## src/rtl/clk_policy_sel_pkg.sv

```systemverilog
package clk_policy_sel_pkg;

    typedef enum logic [1:0] {
        SRC_REF  = 2'd0,
        SRC_PLL0 = 2'd1,
        SRC_PLL1 = 2'd2,
        SRC_ALT  = 2'd3
    } src_e;

    localparam int FID_CODE_PLL1 = 7;
    localparam int FID_CODE_PLL0 = 6;
    localparam int FID_CODE_ALT  = 2;

    localparam int SLOT_STRIDE   = 8;
    localparam int STATUS_LSB    = 12;

endpackage

```

## src/rtl/clk_policy_regs.sv

```systemverilog
module clk_policy_regs
    import clk_policy_sel_pkg::*;
#(
    parameter int NUM_SLOTS = 4,
    parameter int FID_W     = 3,
    parameter int DATA_W    = 32,
    parameter int ADDR_W    = 3
) (
    input  logic                              clk,
    input  logic                              rst_n,
    input  logic                              bus_valid,
    input  logic                              bus_write,
    input  logic [ADDR_W-1:0]                 bus_addr,
    input  logic [DATA_W-1:0]                 bus_wdata,
    input  logic [FID_W-1:0]                  active_fid,
    output logic [DATA_W-1:0]                 bus_rdata,
    output logic                              bus_rvalid,
    output logic [NUM_SLOTS-1:0][FID_W-1:0]   slot_fid,
    output logic                              ovr_en,
    output logic [3:0]                        ovr_idx,
    output logic [1:0]                        sw_code,
    output logic [2:0]                        af_code,
    output logic [1:0]                        apb_code
);

    localparam int CTRL_A    = NUM_SLOTS + 1;
    localparam int APB_A     = NUM_SLOTS + 2;
    localparam int STAT_A    = NUM_SLOTS + 3;
    localparam int NUM_WORDS = NUM_SLOTS + 3;

    function automatic logic [DATA_W-1:0] keep_bits(input int a);
        logic [DATA_W-1:0] m;
        m = '0;
        if (a == 0) begin
            for (int i = 0; i < NUM_SLOTS; i++)
                m[SLOT_STRIDE*i +: FID_W] = '1;
        end else if (a <= NUM_SLOTS) begin
            m[21:20] = 2'b11;
        end else if (a == CTRL_A) begin
            m[10:8] = 3'b111;
            m[6:0]  = 7'h7F;
        end else if (a == APB_A) begin
            m[1:0] = 2'b11;
        end
        return m;
    endfunction

    logic [NUM_WORDS-1:0][DATA_W-1:0] word_q;
    logic [DATA_W-1:0]                rd_mux;
    logic                             wr_en, rd_en;

    assign wr_en = bus_valid &&  bus_write;
    assign rd_en = bus_valid && !bus_write;

    always_ff @(posedge clk) begin
        if (!rst_n) begin
            word_q <= '0;
        end else if (wr_en) begin
            for (int w = 0; w < NUM_WORDS; w++)
                if (bus_addr == ADDR_W'(w))
                    word_q[w] <= bus_wdata & keep_bits(w);
        end
    end

    always_comb begin
        rd_mux = '0;
        if (bus_addr == ADDR_W'(STAT_A)) begin
            rd_mux[STATUS_LSB +: FID_W] = active_fid;
        end else begin
            for (int w = 0; w < NUM_WORDS; w++)
                if (bus_addr == ADDR_W'(w))
                    rd_mux = word_q[w];
        end
    end

    always_ff @(posedge clk) begin
        if (!rst_n) begin
            bus_rvalid <= 1'b0;
            bus_rdata  <= '0;
        end else begin
            bus_rvalid <= rd_en;
            bus_rdata  <= rd_en ? rd_mux : '0;
        end
    end

    for (genvar g = 0; g < NUM_SLOTS; g++) begin : g_slot
        assign slot_fid[g] = word_q[0][SLOT_STRIDE*g +: FID_W];
    end

    assign ovr_idx  = word_q[CTRL_A][3:0];
    assign ovr_en   = word_q[CTRL_A][4];
    assign sw_code  = word_q[CTRL_A][6:5];
    assign af_code  = word_q[CTRL_A][10:8];
    assign apb_code = word_q[APB_A][1:0];

endmodule

```

## src/rtl/clk_policy_resolve.sv

```systemverilog
module clk_policy_resolve #(
    parameter int NUM_SLOTS = 4,
    parameter int FID_W     = 3
) (
    input  logic [NUM_SLOTS-1:0][FID_W-1:0] slot_fid,
    input  logic                            ovr_en,
    input  logic [3:0]                      ovr_idx,
    output logic [FID_W-1:0]                fid
);

    always_comb begin
        fid = slot_fid[0];
        if (ovr_en) begin
            fid = '0;
            for (int i = 0; i < NUM_SLOTS; i++)
                if (ovr_idx == 4'(i))
                    fid = slot_fid[i];
        end
    end

endmodule

```

## src/rtl/clk_policy_src_fsm.sv

```systemverilog
module clk_policy_src_fsm
    import clk_policy_sel_pkg::*;
#(
    parameter int FID_W = 3
) (
    input  logic             clk,
    input  logic             rst_n,
    input  logic [FID_W-1:0] fid_in,
    output logic [FID_W-1:0] active_fid,
    output src_e             cpu_src,
    output logic [1:0]       cpu_div
);

    src_e state_q, state_d;

    always_comb begin
        if (fid_in == FID_W'(FID_CODE_PLL1))
            state_d = SRC_PLL1;
        else if (fid_in == FID_W'(FID_CODE_PLL0))
            state_d = SRC_PLL0;
        else if (fid_in == FID_W'(FID_CODE_ALT))
            state_d = SRC_ALT;
        else
            state_d = SRC_REF;
    end

    always_ff @(posedge clk) begin
        if (!rst_n) begin
            state_q    <= SRC_REF;
            active_fid <= '0;
        end else begin
            state_q    <= state_d;
            active_fid <= fid_in;
        end
    end

    always_comb begin
        cpu_src = state_q;
        unique case (state_q)
            SRC_ALT:                      cpu_div = 2'd2;
            SRC_REF, SRC_PLL0, SRC_PLL1:  cpu_div = 2'd1;
            default:                      cpu_div = 2'd1;
        endcase
    end

endmodule

```

## src/rtl/clk_policy_sel.sv

```systemverilog
module clk_policy_sel
    import clk_policy_sel_pkg::*;
#(
    parameter int NUM_SLOTS = 4,
    parameter int FID_W     = 3,
    parameter int DATA_W    = 32,
    parameter int ADDR_W    = 3
) (
    input  logic              clk,
    input  logic              rst_n,
    input  logic              bus_valid,
    input  logic              bus_write,
    input  logic [ADDR_W-1:0] bus_addr,
    input  logic [DATA_W-1:0] bus_wdata,
    output logic [DATA_W-1:0] bus_rdata,
    output logic              bus_rvalid,
    output logic [FID_W-1:0]  active_fid,
    output logic [1:0]        cpu_src,
    output logic [1:0]        cpu_div,
    output logic [1:0]        periph_div,
    output logic [3:0]        apbfree_div,
    output logic [2:0]        switch_div,
    output logic [2:0]        apb_div
);

    logic [NUM_SLOTS-1:0][FID_W-1:0] slot_fid;
    logic                            ovr_en;
    logic [3:0]                      ovr_idx;
    logic [1:0]                      sw_code, apb_code;
    logic [2:0]                      af_code;
    logic [FID_W-1:0]                fid_res;
    src_e                            src_st;

    clk_policy_regs #(
        .NUM_SLOTS(NUM_SLOTS), .FID_W(FID_W), .DATA_W(DATA_W), .ADDR_W(ADDR_W)
    ) u_regs (
        .clk(clk), .rst_n(rst_n),
        .bus_valid(bus_valid), .bus_write(bus_write),
        .bus_addr(bus_addr), .bus_wdata(bus_wdata),
        .active_fid(active_fid),
        .bus_rdata(bus_rdata), .bus_rvalid(bus_rvalid),
        .slot_fid(slot_fid), .ovr_en(ovr_en), .ovr_idx(ovr_idx),
        .sw_code(sw_code), .af_code(af_code), .apb_code(apb_code)
    );

    clk_policy_resolve #(
        .NUM_SLOTS(NUM_SLOTS), .FID_W(FID_W)
    ) u_resolve (
        .slot_fid(slot_fid), .ovr_en(ovr_en), .ovr_idx(ovr_idx), .fid(fid_res)
    );

    clk_policy_src_fsm #(
        .FID_W(FID_W)
    ) u_fsm (
        .clk(clk), .rst_n(rst_n), .fid_in(fid_res),
        .active_fid(active_fid), .cpu_src(src_st), .cpu_div(cpu_div)
    );

    assign cpu_src     = src_st;
    assign periph_div  = 2'd2;
    assign apbfree_div = (af_code  == 3'd0) ? 4'd8 : {1'b0, af_code};
    assign switch_div  = (sw_code  == 2'd0) ? 3'd4 : {1'b0, sw_code};
    assign apb_div     = (apb_code == 2'd0) ? 3'd4 : {1'b0, apb_code};

endmodule

```

## config.mk

```make
export PLATFORM = sky130hd
export DESIGN_NAME = clk_policy_sel
export DESIGN_NICKNAME = d
export VERILOG_FILES = /design/src/rtl/clk_policy_sel_pkg.sv /design/src/rtl/clk_policy_regs.sv /design/src/rtl/clk_policy_resolve.sv /design/src/rtl/clk_policy_src_fsm.sv /design/src/rtl/clk_policy_sel.sv
export SDC_FILE = /design/constraint.sdc
export NUM_CORES = 1
export LEC_CHECK = 0
export BUFFER_PORTS_ARGS = -buffer_cell sky130_fd_sc_hd__buf_2
export CAP_MARGIN = 5
export CELL_PAD_IN_SITES_DETAIL_PLACEMENT = 2
export CELL_PAD_IN_SITES_GLOBAL_PLACEMENT = 2
export CORE_AREA = 2 2 96 98
export DETAILED_ROUTE_END_ITERATION = 16
export DIE_AREA = 0 0 98 100
export PLACE_DENSITY = 0.94
export SYNTH_ARGS = -nofsm -noshare
export SYNTH_HDL_FRONTEND = slang
export SYNTH_HIERARCHICAL = 1
export SYNTH_SLANG_ARGS = --single-unit
```

## constraint.sdc

```tcl
create_clock -name clk -period 3.3 [get_ports clk]
set_input_delay 0.165 -clock clk [delete_from_list [all_inputs] [get_ports clk]]
set_output_delay 0.165 -clock clk [all_outputs]
set_load 0.02 [all_outputs]
```

**After elaboration in Yosys (flattened, before gate mapping)**

Cells that the tools add are included.

- Flip-flop bits (word level): 262
- Output and inout bits: 52

- Eq/ne operators: 16
- Reduce and logical (&&, ||, !) cells: 20
- Bitwise logic cells: 9
- Multiplexer cells: 47

Operators by type and width:

| operator | number |
|---|---|
| 32-bit 2-to-1 mux | 7 |
| 32-bit by 22-bit bitwise AND with 32-bit output | 4 |
| 2-bit 2-to-1 mux | 21 |
| 3-bit 2-to-1 mux | 14 |
| 32-bit by 11-bit bitwise AND with 32-bit output | 1 |
| 32-bit by 2-bit bitwise AND with 32-bit output | 1 |
| 32-bit by 27-bit bitwise AND with 32-bit output | 1 |
| 7-bit 2-to-1 mux | 3 |
| 3-bit equality test (second input constant) | 6 |
| 2-bit AND reduction | 8 |
| 3-bit by 2-bit equality test with 1-bit output (second input constant) | 3 |
| 4-bit by 2-bit equality test with 1-bit output (second input constant) | 2 |
| 2-bit zero test | 3 |
| 3-bit zero test | 2 |
| 3-bit OR reduction | 2 |
| 2-bit equality test (second input constant) | 2 |
| 4-bit by 1-bit equality test with 1-bit output (second input constant) | 1 |
| 4-bit zero test | 1 |
| 4-bit 2-to-1 mux | 1 |
| 2-bit case mux with 2 select lines | 1 |
| 3-bit by 1-bit equality test with 1-bit output (second input constant) | 1 |
| 2-bit by 1-bit equality test with 1-bit output (second input constant) | 1 |
| 1-bit logical AND | 2 |
| 1-bit NOT | 2 |
| 2 further kinds | 2 |

**Longest topological paths before layout**

Gate-level depths: netlist of the first run.

- Word-level depth: 10
- Depth in mapped cells: 7
- Gate-level depth less buffers: 5

**Hierarchy**

The synthesis of the first run kept the hierarchy.

Modules (own cells, without submodules):

| module | area an instance (µm²) | times used | cells each | sequential area each (µm²) |
|---|---|---|---|---|
| clk_policy_regs | 2322.2 | 1 | 244 | 1081.0 |
| clk_policy_src_fsm | 145.1 | 1 | 14 | 100.1 |
| clk_policy_resolve | 135.1 | 1 | 15 | 0.0 |
| clk_policy_sel | 66.3 | 1 | 14 | 0.0 |

**Worst setup path after synthesis of the first run**

OpenSTA, ideal clock, no wires.

- Path kind: flip-flop to flip-flop
- Start: register u_regs.word_q, in the netlist u_regs/ovr_idx[1]
- End: register u_fsm.state_q[1], in the netlist u_fsm/cpu_src[1]
- Library setup time: 0.114 ns
- Stages on the path, launching flop included: 8
- Slack: 1.964 ns
- Period minus slack after synthesis: 1.336 ns
- Arrival time: 1.222 ns
- Required time: 3.186 ns
- Buffers on the path: 2
- Cell sequence: dfxtp_1 > buf_4 > buf_6 > mux2i_1 > a21oi_1 > a22o_1 > xor2_1 > nor2_1

- Word-level cells in the longest chain between the ends: 10
- Elaborated cells on any way between the ends: 15
- Those cells by class: eq/ne (6); mux (8); reduce/logical (1)

RTL lines:

| element | line | text |
|---|---|---|
| from (decl) | clk_policy_regs.sv:48 | `logic [NUM_WORDS-1:0][DATA_W-1:0] word_q;` |
| from (signal, indexed assignment) | clk_policy_regs.sv:61 | `word_q[w] <= bus_wdata & keep_bits(w);` |
| 4-bit zero test | clk_policy_resolve.sv:16 | `if (ovr_idx == 4'(i))` |
| 3-bit 2-to-1 mux (3 in series) | clk_policy_resolve.sv:16 |  |
| 3-bit 2-to-1 mux * | clk_policy_resolve.sv:16 |  |
| 3-bit 2-to-1 mux * | clk_policy_resolve.sv:13 | `if (ovr_en) begin` |
| named net fid_res[0] | clk_policy_sel.sv:31 | `logic [FID_W-1:0] fid_res;` |
| 3-bit by 2-bit equality test with 1-bit output | clk_policy_src_fsm.sv:21 | `else if (fid_in == FID_W'(FID_CODE_ALT))` |
| 2-bit 2-to-1 mux | clk_policy_src_fsm.sv:21 |  |
| 2-bit 2-to-1 mux | clk_policy_src_fsm.sv:19 | `else if (fid_in == FID_W'(FID_CODE_PLL0))` |
| 2-bit 2-to-1 mux * | clk_policy_src_fsm.sv:17 | `if (fid_in == FID_W'(FID_CODE_PLL1))` |
| to (signal assigned) | clk_policy_src_fsm.sv:32 | `state_q <= state_d;` |
| to (decl) | clk_policy_src_fsm.sv:14 | `src_e state_q, state_d;` |

The timed path passes the listed nets; every way through them passes the cells marked *.
A chain may end at the register's enable or synchronous reset.

**Final worst setup path of the first run**

Ends and elaborated chain as after synthesis.

==> results of run 1 <==
==> flip-flops by register name (all words and copies together), names as in the netlist <==
signal and flops:
u_regs/bus_rdata 21, u_regs/slot_fid 12, u_regs/word_q 8, u_regs/ovr_idx 4
u_fsm/active_fid 3, u_regs/af_code 3, u_fsm/cpu_src 2, u_regs/apb_code 2
u_regs/sw_code 2, u_regs/bus_rvalid 1, u_regs/ovr_en 1
==> cell families after synthesis <==
| kind of cell | after synthesis | synth area share [%] |
|---|---|---|
| other | 3 | 0.4219 |
| muxes | 37 | 13.97 |
| xor gates and xnor gates | 1 | 0.3282 |
| buffers and inverters | 59 | 14.21 |
| and+or+nand+nor | 104 | 19.93 |
| DFF | 59 | 44.26 |
| AOI/OAI and AO/OA | 24 | 6.892 |
==> routing by layer <==
metal | wire length (µm) | GRT usage, %
met5 | 0 | 0
met4 | 98 | 4.594
met1 | 2729 | 14.75
met3 | 374 | 5.362
met2 | 3366 | 24.34
==> power breakdown <==
group	internal (mW)	switching [mW]	leakage, nW
sequential	0.719	0.00596	0.476
combinational	0.0302	0.0679	0.729
clock	0.365	0.281	0.0991
total	1.11	0.355	1.30
==> worst min-delay path, cell delays in order <==
cell and delay, ns:
buf_2 0.09, nand2_1 0.05, mux2i_1 0.06
==> cell usage in the layout, fill, tap and decap left out, types with 2 or more instances in the layout <==
cell,count
mux2i_1,35
buf_2,63
nor2b_1,2
a221oi_1,2
a21oi_1,10
nand2b_1,3
inv_1,4
dfxtp_1,59
a22oi_1,4
and2_1,14
nor3_1,2
a22o_2,2
mux2_1,2
nand2_1,56
a211oi_1,4
and4bb_2,2
nor2_1,13
conb_1,13
clkbuf_8,10
clkinv_2,3
==> cell type report <==
type	count	area, µm²
repair buffers	64	322.8
clock buffers	11	141.4
clock inverters	5	52.55
fillers	1014	5892
flip-flops and latches	59	1181
well taps	111	138.9
multi-input cells	179	1146
inverters	4	15.01
==> final timing paths <==
kind	from	to	slack [ns]
worst min-delay path	bus_wdata[16]	u_regs/slot_fid[6]	0.08
worst min register to register	u_fsm/active_fid[0]	u_regs/bus_rdata[12]	0.46
worst max-delay path	u_regs/ovr_idx[1]	u_fsm/cpu_src[1]	1.65
worst max register to register	u_regs/ovr_idx[1]	u_fsm/cpu_src[1]	1.65
==> per-stage QoR <==
step | util (%) | instance area [µm²] | hold slack (ns) | std cells | worst slack, ns
2_1_floorplan | - | 2706 | 0.2923 | 297 | 1.964
3_3_place_gp | 31.54 | 2804 | 0.4161 | 417 | 1.791
3_5_place_dp | 31.54 | 2804 | 0.4265 | 417 | 1.666
4_1_cts | 33.72 | 2998 | 0.05246 | 433 | 1.629
5_1_grt | 33.72 | 2998 | 0.07060 | 433 | 1.557
6_report | 33.72 | 2998 | 0.07610 | 433 | 1.653
==> run_results.csv, run 1 <==
group,metric,value,unit
floorplanning,die-width,98,µm
placement,dp_hpwl,4818,µm
sta,period_minus_slack,1.647,ns
worst_setup_path,cp_slowest_cell,"dfxtp_1",
logic_synthesis,synth_seq_area_share,44.26,%
sta,hold_violations,0,
route,first_pass_iters,4,
sta,maxSlewHeadroom,45.48,%
layout,nNetsFinal,356,
floorplanning,boundaryPins,91,
global_route,grt_pass1_wl,10330,µm
clocking,ctsResizeCount,0,
logic_synthesis,synthFlopType,"dfxtp_1",
outcome,status,"complete, no violations",
worst_setup_path,path_class,"reg2reg",
route,drt_iter0_drc,49,
placement,gp_congestion,0.7767,
power,peakVddDrop,0.1591,mV
route,ant_nets,0,
clocking,cts_buffer_depth,2,
min_path,holdPathStages,3,
worst_setup_path,critPathArrivalTime,1.91,ns
route,wl_per_cell,15.17,µm
logic_synthesis,netlist.area_leader.share,44.26,%
sta,worstMarginPinSlew,0.8152,ns
worst_setup_path,worst-r2r-cell-count,5,
logic_synthesis,yosys.area.top_type,"dfxtp_1",
min_path,hp-class,"in2reg",
sta,rsz0062_at_grt,"false",
clocking,post_cts_buffers,0,
logic_synthesis,synthTopCellsByCount,"dfxtp_1, nand2_1, buf_4, mux2i_1, and2_1",
power,power_density,489.9,nW/µm²
sta,setup_viol,0,
logic_synthesis,syn_inst,287,
global_route,grt_max_degree,54,
route,routed_wl,6568,µm
sta,fin_tns_setup,0,ns
logic_synthesis,yosysUniqueCellTypes,36,
clocking,clk-insertion-delay-late,0.34,ns
job,maxCapViolCount,0,
floorplanning,initial_core_util,30.02,%
route,drc_errors,0,
worst_setup_path,critical_path_depth,5,
sta,fin_skew,0.007625,ns
global_route,gr-total-overflow,0,
clocking,cts.htree.levels,3,
logic_synthesis,synthArstFlopShare,0,%
clocking,cts.clk_slew.worst_paths,0.07,ns
power,finalPower,1.469,mW
placement,portBuffers,63,
worst_setup_path,crit_chain,"mux2i_1 > a21oi_1 > a22o_1 > xor2_1 > nor2_1",
logic_synthesis,synth_edf_count,0,
power,p_leak,1.304,nW
worst_setup_path,worst-path-max-fanout,9,
floorplanning,row_count,35,
sta,fin_crit_sh,49.89,%
worst_setup_path,crit_path_end_kind,"flip-flop",
layout,area_growth,12.33,%
sta,maxSlewViolCount,0,
logic_synthesis,ys_seq_elements,59,
worst_setup_path,cp_slowest_stage_delay,0.61,ns
floorplanning,fp.coreArea,8890,µm²
logic_synthesis,synthesis.area,2669,µm²
global_route,grt_pass1_vias,2110,
floorplanning,dieArea,9800,µm²
worst_setup_path,crit_required,3.57,ns
route,vias,1979,
layout,antenna_cells,0,
logic_synthesis,synthTopCellsByArea,"dfxtp_1, mux2i_1, buf_4",
route,via_per_inst,4.570,
global_route,track_usage,13.62,%
clocking,cts_tree,"built",
logic_synthesis,yosysWarningCount,6,
clocking,cts_buffers,9,
logic_synthesis,synth.most_common_cell,"dfxtp_1",
worst_setup_path,worstSetupStartpointType,"flip-flop",
clocking,clock-sinks,59,
layout,drive_above_1_share,28.57,%
logic_synthesis,syn_area_per_cell,9.299,µm²
worst_setup_path,critPathBufInv,0,
sta,max_freq,607.3,MHz
floorplanning,fp.dieH,100,µm
global_route,antenna_found_initial,0,
clocking,cts_hold_buf,0,
clocking,clock-root-buffer,"clkbuf_8",
worst_setup_path,cp_top_family,"flip-flops",
No activity file was read; power rests on OpenSTA's default activity.
==> run 2, diff against run 1 <==
--- a/config.mk
+++ b/config.mk
@@ -9,10 +9,10 @@
 export CAP_MARGIN = 5
 export CELL_PAD_IN_SITES_DETAIL_PLACEMENT = 2
 export CELL_PAD_IN_SITES_GLOBAL_PLACEMENT = 2
-export CORE_AREA = 2 2 96 98
+export CORE_AREA = 2 2 105 107
 export DETAILED_ROUTE_END_ITERATION = 16
-export DIE_AREA = 0 0 98 100
-export PLACE_DENSITY = 0.94
+export DIE_AREA = 0 0 107 109
+export PLACE_DENSITY = 0.84
 export SYNTH_ARGS = -nofsm -noshare
 export SYNTH_HDL_FRONTEND = slang
 export SYNTH_HIERARCHICAL = 1
==> constraint.sdc (replaced) <==
create_clock -name clk -period 1.3 [get_ports clk]
set_input_delay 0.065 -clock clk [delete_from_list [all_inputs] [get_ports clk]]
set_output_delay 0.065 -clock clk [all_outputs]
set_load 0.02 [all_outputs]
==> run_results.csv, run 2 (synthesized netlist as in run 1, its figures left out) <==
group,metric,value,unit
placement,pre_cts_ws,-0.1335,ns
route,wl_per_cell,14.93,µm
layout,fillers,1189,
route,drt_iter0_drc,59,
global_route,track_usage,13.23,%
placement,dp.cells,458,
clocking,cts_tree,"built",
layout,drive_above_1_share,32.38,%
outcome,status,"finished with violations",
layout,final_cell_mix,"buf_2, nand2_1, dfxtp_1",
layout,top_register,"u_regs/bus_rdata",
clocking,clk-insertion-delay-late,0.36,ns
route,via_per_inst,4.180,
route,vias,2044,
worst_setup_path,path_class,"reg2reg",
global_route,grt_pass1_vias,2298,
worst_setup_path,crit_path_end_kind,"flip-flop",
sta,fin_crit_sh,105.4,%
worst_setup_path,worstSetupStartpointType,"flip-flop",
clocking,cts.clk_slew.worst_paths,0.07,ns
global_route,antenna_found_initial,0,
layout,nNetsFinal,383,
placement,dp_hpwl,5386,µm
outcome,violations,"negative setup slack",
job,maxCapViolCount,0,
sta,fin_skew,0.008662,ns
power,p_leak,1.431,nW
layout,antenna_cells,0,
power,peakVddDrop,0.3700,mV
layout,final_common_cell,"buf_2",
floorplanning,row_count,38,
floorplanning,initial_core_util,25.17,%
route,ant_nets,0,
global_route,grt_max_degree,37,
sta,fin_ws,-0.07015,ns
placement,gp_congestion,0.7270,
layout,area_growth,22.88,%
clocking,cts_buffer_depth,2,
route,drc_errors,0,
placement,portBuffers,63,
floorplanning,fp.coreArea,10600,µm²
sta,max_freq,729.8,MHz
worst_setup_path,crit_required,1.55,ns
placement,place_area,2943,µm²
floorplanning,boundaryPins,91,
clocking,clock-root-buffer,"clkbuf_8",
clocking,clock-sinks,59,
min_path,hp-class,"in2reg",
clocking,cts_buffers,9,
layout,fin_cells,489,
floorplanning,die-width,107,µm
sta,rsz0062_at_grt,"true",
worst_setup_path,critPathArrivalTime,1.62,ns
clocking,cts.htree.levels,3,
layout,seq_area,1189,µm²
layout,final_cell_area,3279,µm²
floorplanning,dieArea,11660,µm²
route,first_pass_iters,4,
route,routed_wl,7299,µm
global_route,grt_pass1_wl,11690,µm
power,finalPower,3.554,mW
layout,largest_register_ffs,21,
sta,maxSlewViolCount,0,
power,power_density,1084,nW/µm²
worst_setup_path,worst-path-max-fanout,7,
sta,hold_violations,0,
sta,setup_viol,2,
layout,multi_input_area,1165,µm²
global_route,gr-total-overflow,0,
sta,period_minus_slack,1.370,ns
floorplanning,fp.dieH,109,µm
-- run 2: cell types whose count changed in the layout (fill, tap and decap cells not counted), moves of 3 or more --
cell           before  now
dlygate4sd3_1       0   13
buf_4               1   13
dfxtp_1            59   55
dfxtp_2             0    3
-- run 2: path summary, 6_finish.rpt --
check,slack [ns],endpoint,from,depth (start not counted)
worst max-delay path,-0.07,u_fsm/active_fid[0],u_regs/ovr_idx[1],6
worst min-delay path,0.04,u_regs/slot_fid[2],bus_wdata[2],3
worst max register to register,-0.07,u_fsm/active_fid[0],u_regs/ovr_idx[1],6
worst min register to register,0.46,u_regs/bus_rdata[13],u_fsm/active_fid[1],1
-- run 2: critical path, stage by stage, from the launching register on --
cell and delay (ns):
dfxtp_4 0.38, buf_4 0.14, a21oi_2 0.13, a21oi_1 0.06
a22o_1 0.25, buf_4 0.14, and2_2 0.16
-- run 2: where the power goes --
| part | internal [mW] | leakage, nW | switching (mW) |
|---|---|---|---|
| combinational | 0.115 | 0.874 | 0.184 |
| sequential | 1.82 | 0.478 | 0.0145 |
| clock | 0.680 | 0.0791 | 0.739 |
| total | 2.62 | 1.43 | 0.937 |
-- run 2: through the flow --
stage	utilization, %	setup TNS, ns	hold WS [ns]
floorplan	-	0	0.1923
global placement	27.76	-0.02824	0.3170
detailed placement	27.76	-0.2175	0.3254
CTS	30.66	-0.06173	0.004578
global route	30.93	-0.2442	0.03073
finish	30.93	-0.1047	0.03600
-- run 2: repair_timing --
item                       4_1_cts  5_1_grt
hold buffers                    13        0
resized for setup                7        4
hold endpoints to repair        15        0
pin swaps                        0        3
setup buffers                    0        2
setup endpoints to repair        5        3
-- run 2: per-layer routing --
| layer | global-route usage, % | wire length, µm |
|---|---|---|
| met2 | 24.16 | 3811 |
| met4 | 7.978 | 177 |
| met3 | 3.048 | 352 |
| met5 | 0 | 0 |
| met1 | 13.83 | 2957 |
-- run 2: cell type report --
| type | instances | share of cell area (%) |
|---|---|---|
| repair buffers | 91 | 17.51 |
| clock buffers | 11 | 4.006 |
| inverters | 4 | 0.4578 |
| well taps | 140 | 5.341 |
| multi-input cells | 179 | 35.52 |
| flip-flops and latches | 59 | 36.25 |
| clock inverters | 5 | 0.9157 |
